--- config.mk ---
export PLATFORM = sky130hd
export DESIGN_NAME = gpio_evt_bank
export DESIGN_NICKNAME = d
export VERILOG_FILES = /design/src/rtl/gpio_evt_bank.sv
export SDC_FILE = /design/constraint.sdc
export NUM_CORES = 1
export LEC_CHECK = 0
export BUFFER_PORTS_ARGS = -buffer_cell sky130_fd_sc_hd__buf_4
export CAP_MARGIN = 20
export CORE_ASPECT_RATIO = 0.5
export CORE_MARGIN = 8
export CORE_UTILIZATION = 54
export DETAILED_ROUTE_END_ITERATION = 10
export HOLD_SLACK_MARGIN = 0.05
export MAX_ROUTING_LAYER = met4
export PLACE_DENSITY = 0.7
export SLEW_MARGIN = 25
export SYNTH_ARGS = -nofsm -noshare
export SYNTH_HDL_FRONTEND = slang
export SYNTH_SLANG_ARGS = --single-unit
--- constraint.sdc ---
create_clock -name clk -period 2.2 [get_ports clk]
set_input_delay 0.22 -clock clk [delete_from_list [all_inputs] [get_ports clk]]
set_output_delay 0.22 -clock clk [all_outputs]
set_load 0.01 [all_outputs]
--- src/rtl/gpio_evt_bank.sv ---
module gpio_evt_bank #(
  parameter int N_PINS = 32,
  parameter int AW = 9,
  parameter logic [31:0] REV_ID = 32'h5060_0801
) (
  input  logic              clk,
  input  logic              rst_n,
  input  logic              bus_rd,
  input  logic              bus_wr,
  input  logic [AW-1:0]     bus_addr,
  input  logic [31:0]       bus_wdata,
  output logic [31:0]       bus_rdata,
  input  logic [N_PINS-1:0] pin_in,
  output logic [N_PINS-1:0] pin_out,
  output logic [N_PINS-1:0] pin_dir,
  output logic              irq_a,
  output logic              irq_b
);
  localparam int WW = AW - 2;
  localparam logic [WW-1:0] W_REV   = WW'(9'h000 >> 2);
  localparam logic [WW-1:0] W_RAWA  = WW'(9'h024 >> 2);
  localparam logic [WW-1:0] W_RAWB  = WW'(9'h028 >> 2);
  localparam logic [WW-1:0] W_STA   = WW'(9'h02C >> 2);
  localparam logic [WW-1:0] W_STB   = WW'(9'h030 >> 2);
  localparam logic [WW-1:0] W_ENSA  = WW'(9'h034 >> 2);
  localparam logic [WW-1:0] W_ENSB  = WW'(9'h038 >> 2);
  localparam logic [WW-1:0] W_ENCA  = WW'(9'h03C >> 2);
  localparam logic [WW-1:0] W_ENCB  = WW'(9'h040 >> 2);
  localparam logic [WW-1:0] W_DIR   = WW'(9'h134 >> 2);
  localparam logic [WW-1:0] W_DIN   = WW'(9'h138 >> 2);
  localparam logic [WW-1:0] W_DOUT  = WW'(9'h13C >> 2);
  localparam logic [WW-1:0] W_LVLO  = WW'(9'h140 >> 2);
  localparam logic [WW-1:0] W_LVHI  = WW'(9'h144 >> 2);
  localparam logic [WW-1:0] W_RISE  = WW'(9'h148 >> 2);
  localparam logic [WW-1:0] W_FALL  = WW'(9'h14C >> 2);
  localparam logic [WW-1:0] W_OCLR  = WW'(9'h190 >> 2);
  localparam logic [WW-1:0] W_OSET  = WW'(9'h194 >> 2);

  logic [WW-1:0]     wa;
  logic [N_PINS-1:0] wd;
  logic [N_PINS-1:0] sync1, sync2, prev;
  logic [N_PINS-1:0] dir_q, out_q, lvlo_q, lvhi_q, rise_q, fall_q;
  logic [N_PINS-1:0] en_a, en_b, raw_a, raw_b, evt;
  logic [N_PINS-1:0] clr_a, clr_b;
  logic [31:0]       rmux;

  assign wa = bus_addr[AW-1:2];
  assign wd = bus_wdata[N_PINS-1:0];

  assign evt = (lvlo_q & ~sync2) | (lvhi_q & sync2)
             | (rise_q & sync2 & ~prev) | (fall_q & ~sync2 & prev);

  assign clr_a = (bus_wr && wa == W_STA) ? wd : '0;
  assign clr_b = (bus_wr && wa == W_STB) ? wd : '0;

  assign pin_out = out_q;
  assign pin_dir = dir_q;
  assign irq_a   = |(raw_a & en_a);
  assign irq_b   = |(raw_b & en_b);

  always_ff @(posedge clk) begin
    if (!rst_n) begin
      sync1 <= '0;
      sync2 <= '0;
      prev  <= '0;
      raw_a <= '0;
      raw_b <= '0;
    end else begin
      sync1 <= pin_in;
      sync2 <= sync1;
      prev  <= sync2;
      raw_a <= (raw_a & ~clr_a) | evt;
      raw_b <= (raw_b & ~clr_b) | evt;
    end
  end

  always_ff @(posedge clk) begin
    if (!rst_n) begin
      dir_q  <= '1;
      out_q  <= '0;
      lvlo_q <= '0;
      lvhi_q <= '0;
      rise_q <= '0;
      fall_q <= '0;
      en_a   <= '0;
      en_b   <= '0;
    end else if (bus_wr) begin
      case (wa)
        W_DIR:  dir_q  <= wd;
        W_DOUT: out_q  <= wd;
        W_OSET: out_q  <= out_q | wd;
        W_OCLR: out_q  <= out_q & ~wd;
        W_LVLO: lvlo_q <= wd;
        W_LVHI: lvhi_q <= wd;
        W_RISE: rise_q <= wd;
        W_FALL: fall_q <= wd;
        W_ENSA: en_a   <= en_a | wd;
        W_ENSB: en_b   <= en_b | wd;
        W_ENCA: en_a   <= en_a & ~wd;
        W_ENCB: en_b   <= en_b & ~wd;
        default: ;
      endcase
    end
  end

  always_comb begin
    rmux = '0;
    case (wa)
      W_REV:          rmux = REV_ID;
      W_RAWA:         rmux = 32'(raw_a);
      W_RAWB:         rmux = 32'(raw_b);
      W_STA:          rmux = 32'(raw_a & en_a);
      W_STB:          rmux = 32'(raw_b & en_b);
      W_ENSA, W_ENCA: rmux = 32'(en_a);
      W_ENSB, W_ENCB: rmux = 32'(en_b);
      W_DIR:          rmux = 32'(dir_q);
      W_DIN:          rmux = 32'(sync2);
      W_DOUT:         rmux = 32'(out_q);
      W_LVLO:         rmux = 32'(lvlo_q);
      W_LVHI:         rmux = 32'(lvhi_q);
      W_RISE:         rmux = 32'(rise_q);
      W_FALL:         rmux = 32'(fall_q);
      default:        rmux = '0;
    endcase
  end

  always_ff @(posedge clk) begin
    if (!rst_n) bus_rdata <= '0;
    else        bus_rdata <= bus_rd ? rmux : '0;
  end
endmodule

=== Word level (Yosys, flattened, before mapping) ===
Cells that the tools add are included.

* Register bits after elaboration: 448
* Bits in latches: 0
* Bits in writable memories: 0
* Memory bits (read-only): 0
* Input port bits: 77
* Output and inout bits: 98
* Logic and storage cells: 82
* Memories: 0

* Add/sub/neg operators: 0
* Multipliers: 0
* Divide/modulo/power cells: 0
* $lt $le $gt $ge: 0
* Equal/unequal tests: 17
* Shift-type cells: 0
* Mux-type cells: 6
* Bitwise logic cells: 26
* Reduce and logical (&&, ||, !) cells: 19

{| class="wikitable"
|+ Operator list
! kind !! number
|-
| $pmux 32 s14 || 1
|-
| $and 32x32->32 || 13
|-
| $or 32x32->32 || 8
|-
| $not 32->32 || 5
|-
| $pmux 32 s2 || 2
|-
| $pmux 32 s3 || 1
|-
| $mux 32 || 2
|-
| $reduce_or 32->1 || 2
|-
| $eq 7x7->1 const B || 9
|-
| $eq 7x4->1 const B || 7
|-
| $reduce_and 2->1 || 9
|-
| $eq 7x5->1 const B || 1
|-
| $logic_not 7->1 || 1
|-
| $reduce_bool 2->1 || 2
|-
| $reduce_or 2->1 || 2
|-
| $reduce_bool 3->1 || 1
|-
| $logic_and 1x1->1 || 2
|}

=== Depth between registers and ports, before layout ===
* Depth in word-level cells: 6
* Gate-level depth with buffers: 9
* Mapped depth without buffers: 5

=== Worst setup path before layout ===
Ideal clock, no wire load.

* Kind: input to register
* From: input bus_addr[4]
* To: register lvlo_q[10]
* Setup time: 0.132 ns
* Arrival time: 1.729 ns
* Data required time: 2.068 ns
* Setup slack: 0.339 ns
* Stages on the path: 8
* Buffers on the path: 3
* Path through: buf_2 > buf_6 > or4b_1 > nor2_4 > nand2_1 > buf_2 > nand2_1 > a21oi_1

* Word-level cells in the longest chain between the ends: 2

{| class="wikitable"
|+ RTL lines
! element !! line !! RTL
|-
| start, declared || 10 || <nowiki>input logic [AW-1:0] bus_addr,</nowiki>
|-
| $eq 7x7->1 || 88 || <nowiki>case (wa)</nowiki>
|-
| $reduce_and 2->1 (no line) || n/a ||
|-
| end signal, assigned || 93 || <nowiki>W_LVLO: lvlo_q <= wd;</nowiki>
|-
| end, declared || 42 || <nowiki>logic [N_PINS-1:0] dir_q, out_q, lvlo_q, lvhi_q, rise_q, fall_q;</nowiki>
|}

Every way passes these cells.
A chain may end at the register's enable or synchronous reset.

=== Final worst setup path ===
* From: register raw_a[27]
* To: output irq_a

* Word-level cells in the longest chain between the ends: 2

{| class="wikitable"
|+ RTL lines
! element !! line !! RTL
|-
| start, declared || 43 || <nowiki>logic [N_PINS-1:0] en_a, en_b, raw_a, raw_b, evt;</nowiki>
|-
| start signal, assigned || 72 || <nowiki>raw_a <= (raw_a & ~clr_a) | evt;</nowiki>
|-
| $and 32x32->32 || 58 || <nowiki>assign irq_a = |(raw_a & en_a);</nowiki>
|-
| $reduce_or 32->1 || 58 ||
|-
| end, declared || 16 || <nowiki>output logic irq_a,</nowiki>
|}

Every way passes these cells.

==> qor.csv <==
stage;metric;value;unit
detailed_routing;detail-route-antenna-nets;0;
timing;fmax;396.1;MHz
clock_tree;tritoncts;done;
pwr;p_per_area;693.9;nW/um^2
clock_tree;cts_buffers;39;
logic_synthesis;synth_top_area_share;46.29;%
clock_tree;path_clk_slew;0.07;ns
clock_tree;cts_buffer_depth;3;
timing;finalMaxSlewViolations;0;
cells_and_area;final_nets;2653;
flow_run;drv_cap;0;
timing;min_period;2.525;ns
floorplan;pin_count;175;
clock_tree;clk_latency;0.55;ns
floorplan;die_h;149.9;um
detailed_routing;drt_wl_total;83.21;mm
detailed_routing;vias;20140;
cells_and_area;fin_area;24220;um^2
placed_design;gp_congestion;1.022;
cells_and_area;utilization;67.99;%
logic_synthesis;syn_nets;2417;
worst_setup_path;r2r_slack;0.71;ns
timing;layout_setup_ws;-0.3248;ns
worst_setup_path;critPathMaxFanout;4;
floorplan;core_area;35620;um^2
pwr;leakagePower;8.769;nW
logic_synthesis;synth_seq_cells;448;
timing;setup_viol;2;
placed_design;placement.io_buffers;172;
logic_synthesis;ys_seq_area_share;46.29;%
detailed_routing;first_pass_iters;8;
logic_synthesis;synth_cell_types;71;
outcome;violations;setup timing;
outcome;status;finished, violations left;
min_path;min_path_type;in -> reg;
logic_synthesis;synth_area_leader_cell;dfxtp_1;
global_routing;grt_pass1_vias;18470;
timing;post-route-period-util;114.8;%
timing;slew_headroom;42.98;%
timing;worst_pin_slew;0.8553;ns
cells_and_area;multi_input_area;9438;um^2
global_routing;grt-ovfl-total;0;
clock_tree;cts_max_level;2;
placed_design;postPlaceCellArea;22190;um^2
logic_synthesis;async_flop_share;0;%
worst_setup_path;start_kind;flop;
logic_synthesis;synth_ff_type;dfxtp_1;
logic_synthesis;synthCells;2340;
cells_and_area;drive_above_1_share;18.06;%
floorplan;row_count;49;
logic_synthesis;synthTopCellsByArea;dfxtp_1 (46%), a21oi_1 (9.1%), nand2_1 (8.5%), and2_1 (3.4%), a211oi_1 (2.8%);
logic_synthesis;synth.avg_cell_area;8.279;um^2
cells_and_area;seqCellArea;8991;um^2
detailed_routing;drc;0;
detailed_routing;initialDrtViolationCount;2826;
clock_tree;clock_sinks;448;
global_routing;grt_max_degree;81;
detailed_routing;avgRoutedWirePerCell;26.94;um
global_routing;grtUsageTotal;38.44;%
detailed_routing;via_per_inst;6.519;
global_routing;grt_antenna_before_repair;2;
logic_synthesis;synth-edff-count;0;
global_routing;grt_pass1_wl;121.3;mm
cells_and_area;syn2layout_area_growth;25.01;%
timing;rsz0062_at_grt;yes;
floorplan;die_w;283.9;um
worst_setup_path;critical_path_required;1.98;ns
placed_design;dpl.hpwl;57.70;mm
worst_setup_path;setup.worst_path.class;reg -> out;
floorplan;start_util;54.39;%
worst_setup_path;arrival;2.30;ns
logic_synthesis;synth.cell_area;19370;um^2
clock_tree;root_buffer;clkbuf_16;
floorplan;die_area;42560;um^2
pwr;peakVddDrop;0.0007439;V
logic_synthesis;ys_warn_count;0;
timing;skew;0.01034;ns
timing;hold_violations;0;
cells_and_area;fillers;2992;
worst_setup_path;cp-end-kind;output pin;
==> Yosys cell counts, drive strengths merged (10+ instances only) <==
| master | n |
|---|---|
| a311oi | 36 |
| a21boi | 32 |
| dfxtp | 448 |
| nand2 | 439 |
| clkbuf | 133 |
| a22oi | 72 |
| mux2i | 15 |
| o21ai | 55 |
| nor2 | 105 |
| a22o | 11 |
| nand3 | 75 |
| nor3 | 10 |
| and3 | 13 |
| a221oi | 19 |
| and2 | 107 |
| inv | 39 |
| buf | 77 |
| a32o | 19 |
| mux2 | 11 |
| a21o | 11 |
| o22ai | 17 |
| a31oi | 31 |
| a21oi | 353 |
| nand4 | 16 |
| a211oi | 73 |
| o21a | 33 |
==> layout by cell type, fill, tap and decap left out, types with 5 or more instances in the layout <==
cell | Yosys | final
o21ai_0 | 55 | 54
a21o_1 | 11 | 11
nand3_1 | 75 | 73
mux4_2 | 7 | 7
buf_4 | 9 | 294
a22oi_1 | 72 | 70
inv_1 | 39 | 38
and2_1 | 106 | 104
a41oi_1 | 6 | 6
clkbuf_1 | 133 | 9
nand2_1 | 439 | 438
clkbuf_16 | 0 | 41
a311oi_1 | 36 | 36
nand4_1 | 16 | 16
a21oi_1 | 353 | 352
a32oi_1 | 9 | 9
buf_12 | 0 | 43
a21boi_0 | 32 | 32
dfxtp_1 | 448 | 438
mux2i_1 | 15 | 15
o21a_1 | 33 | 33
o2bb2ai_1 | 8 | 8
and3_1 | 13 | 13
dfxtp_2 | 0 | 6
a211oi_1 | 73 | 73
clkinv_2 | 0 | 6
nor2b_1 | 8 | 6
mux2_2 | 11 | 11
dlygate4sd3_1 | 0 | 65
nor2_4 | 4 | 5
nor2_1 | 99 | 96
clkbuf_8 | 0 | 8
o22ai_1 | 17 | 17
a31oi_1 | 31 | 31
a32o_1 | 19 | 19
a221oi_1 | 19 | 16
a22o_1 | 11 | 11
==> repair_timing <==
| action | 4_1_cts | 5_1_grt |
|---|---|---|
| hold buffers | 65 | 0 |
| gates resized for setup | 20 | 10 |
| setup endpoints to repair | 2 | 2 |
| pin swaps | 5 | 4 |
| endpoints found under the hold margin | 289 | 0 |
| buffers inserted | 2 | 0 |
==> kinds of logic after synthesis <==
kind of cell / after synthesis / share of synthesized area (%)
compound gates: 805 / 26.65
buf+inv: 249 / 5.509
simple gates: 805 / 19.32
flops: 448 / 46.29
mux: 33 / 2.228
==> metrics by stage <==
| stage | worst slack, ns | setup TNS, ns | total power, mW | instances | hold slack (ns) |
|---|---|---|---|---|---|
| final | -0.3248 | -0.6242 | 16.81 | 3089 | 0.06631 |
| after detailed placement | 0.02999 | 0 | 9.755 | 2952 | 0.4185 |
| after CTS | -0.3431 | -0.6082 | 16.76 | 3087 | 0.05528 |
| after global routing | -0.3610 | -0.6235 | 17.21 | 3089 | 0.07730 |
| after global placement | 0.03854 | 0 | 9.743 | 2952 | 0.4130 |
| after floorplan | 0.3387 | 0 | 9.144 | 2340 | 0.3473 |
==> worst paths after layout <==
check,startpoint,endpoint,depth (start not counted)
min reg2reg,sync1[13]$_SDFF_PN0_,sync2[13]$_SDFF_PN0_,1
max,raw_a[27]$_SDFF_PN0_,irq_a,4
min,bus_addr[3],flop,2
max reg2reg,pin_dir[22]$_SDFFE_PN1P_,bus_rdata[22]$_SDFF_PN0_,4
==> layer usage <==
layer	share of wire [%]	track usage [%]	up-vias
li1	-	-	8815
met1	42	52.68	9664
met2	41	53.81	1431
met3	14	11.69	227
met4	3.0	11.83	0
met5	0	-	-
==> final cells by class <==
type | count | share of cell area [%]
Tap cell | 484 | 2.500
Clock inverter | 10 | 0.4391
Antenna cell | 2 | 0.02066
Inverter | 39 | 0.6251
Clock buffer | 58 | 4.830
Sequential cell | 448 | 37.12
Multi-Input combinational cell | 1643 | 38.97
Timing Repair Buffer | 405 | 15.49
==> worst max-delay path, cell delays in order, from the launching register on <==
cell and delay, ns:
dfxtp_2 0.36, a22o_1 0.23, or4_4 0.47, or4_4 0.55, buf_6 0.14
==> power by group <==
group	switching, mW	total, mW	internal [mW]
Combinational	0.795	1.31	0.517
Sequential	0.165	8.42	8.25
Clock	3.15	7.08	3.92
Total	4.11	16.8	12.7
Power figures use the tool's default switching activity.
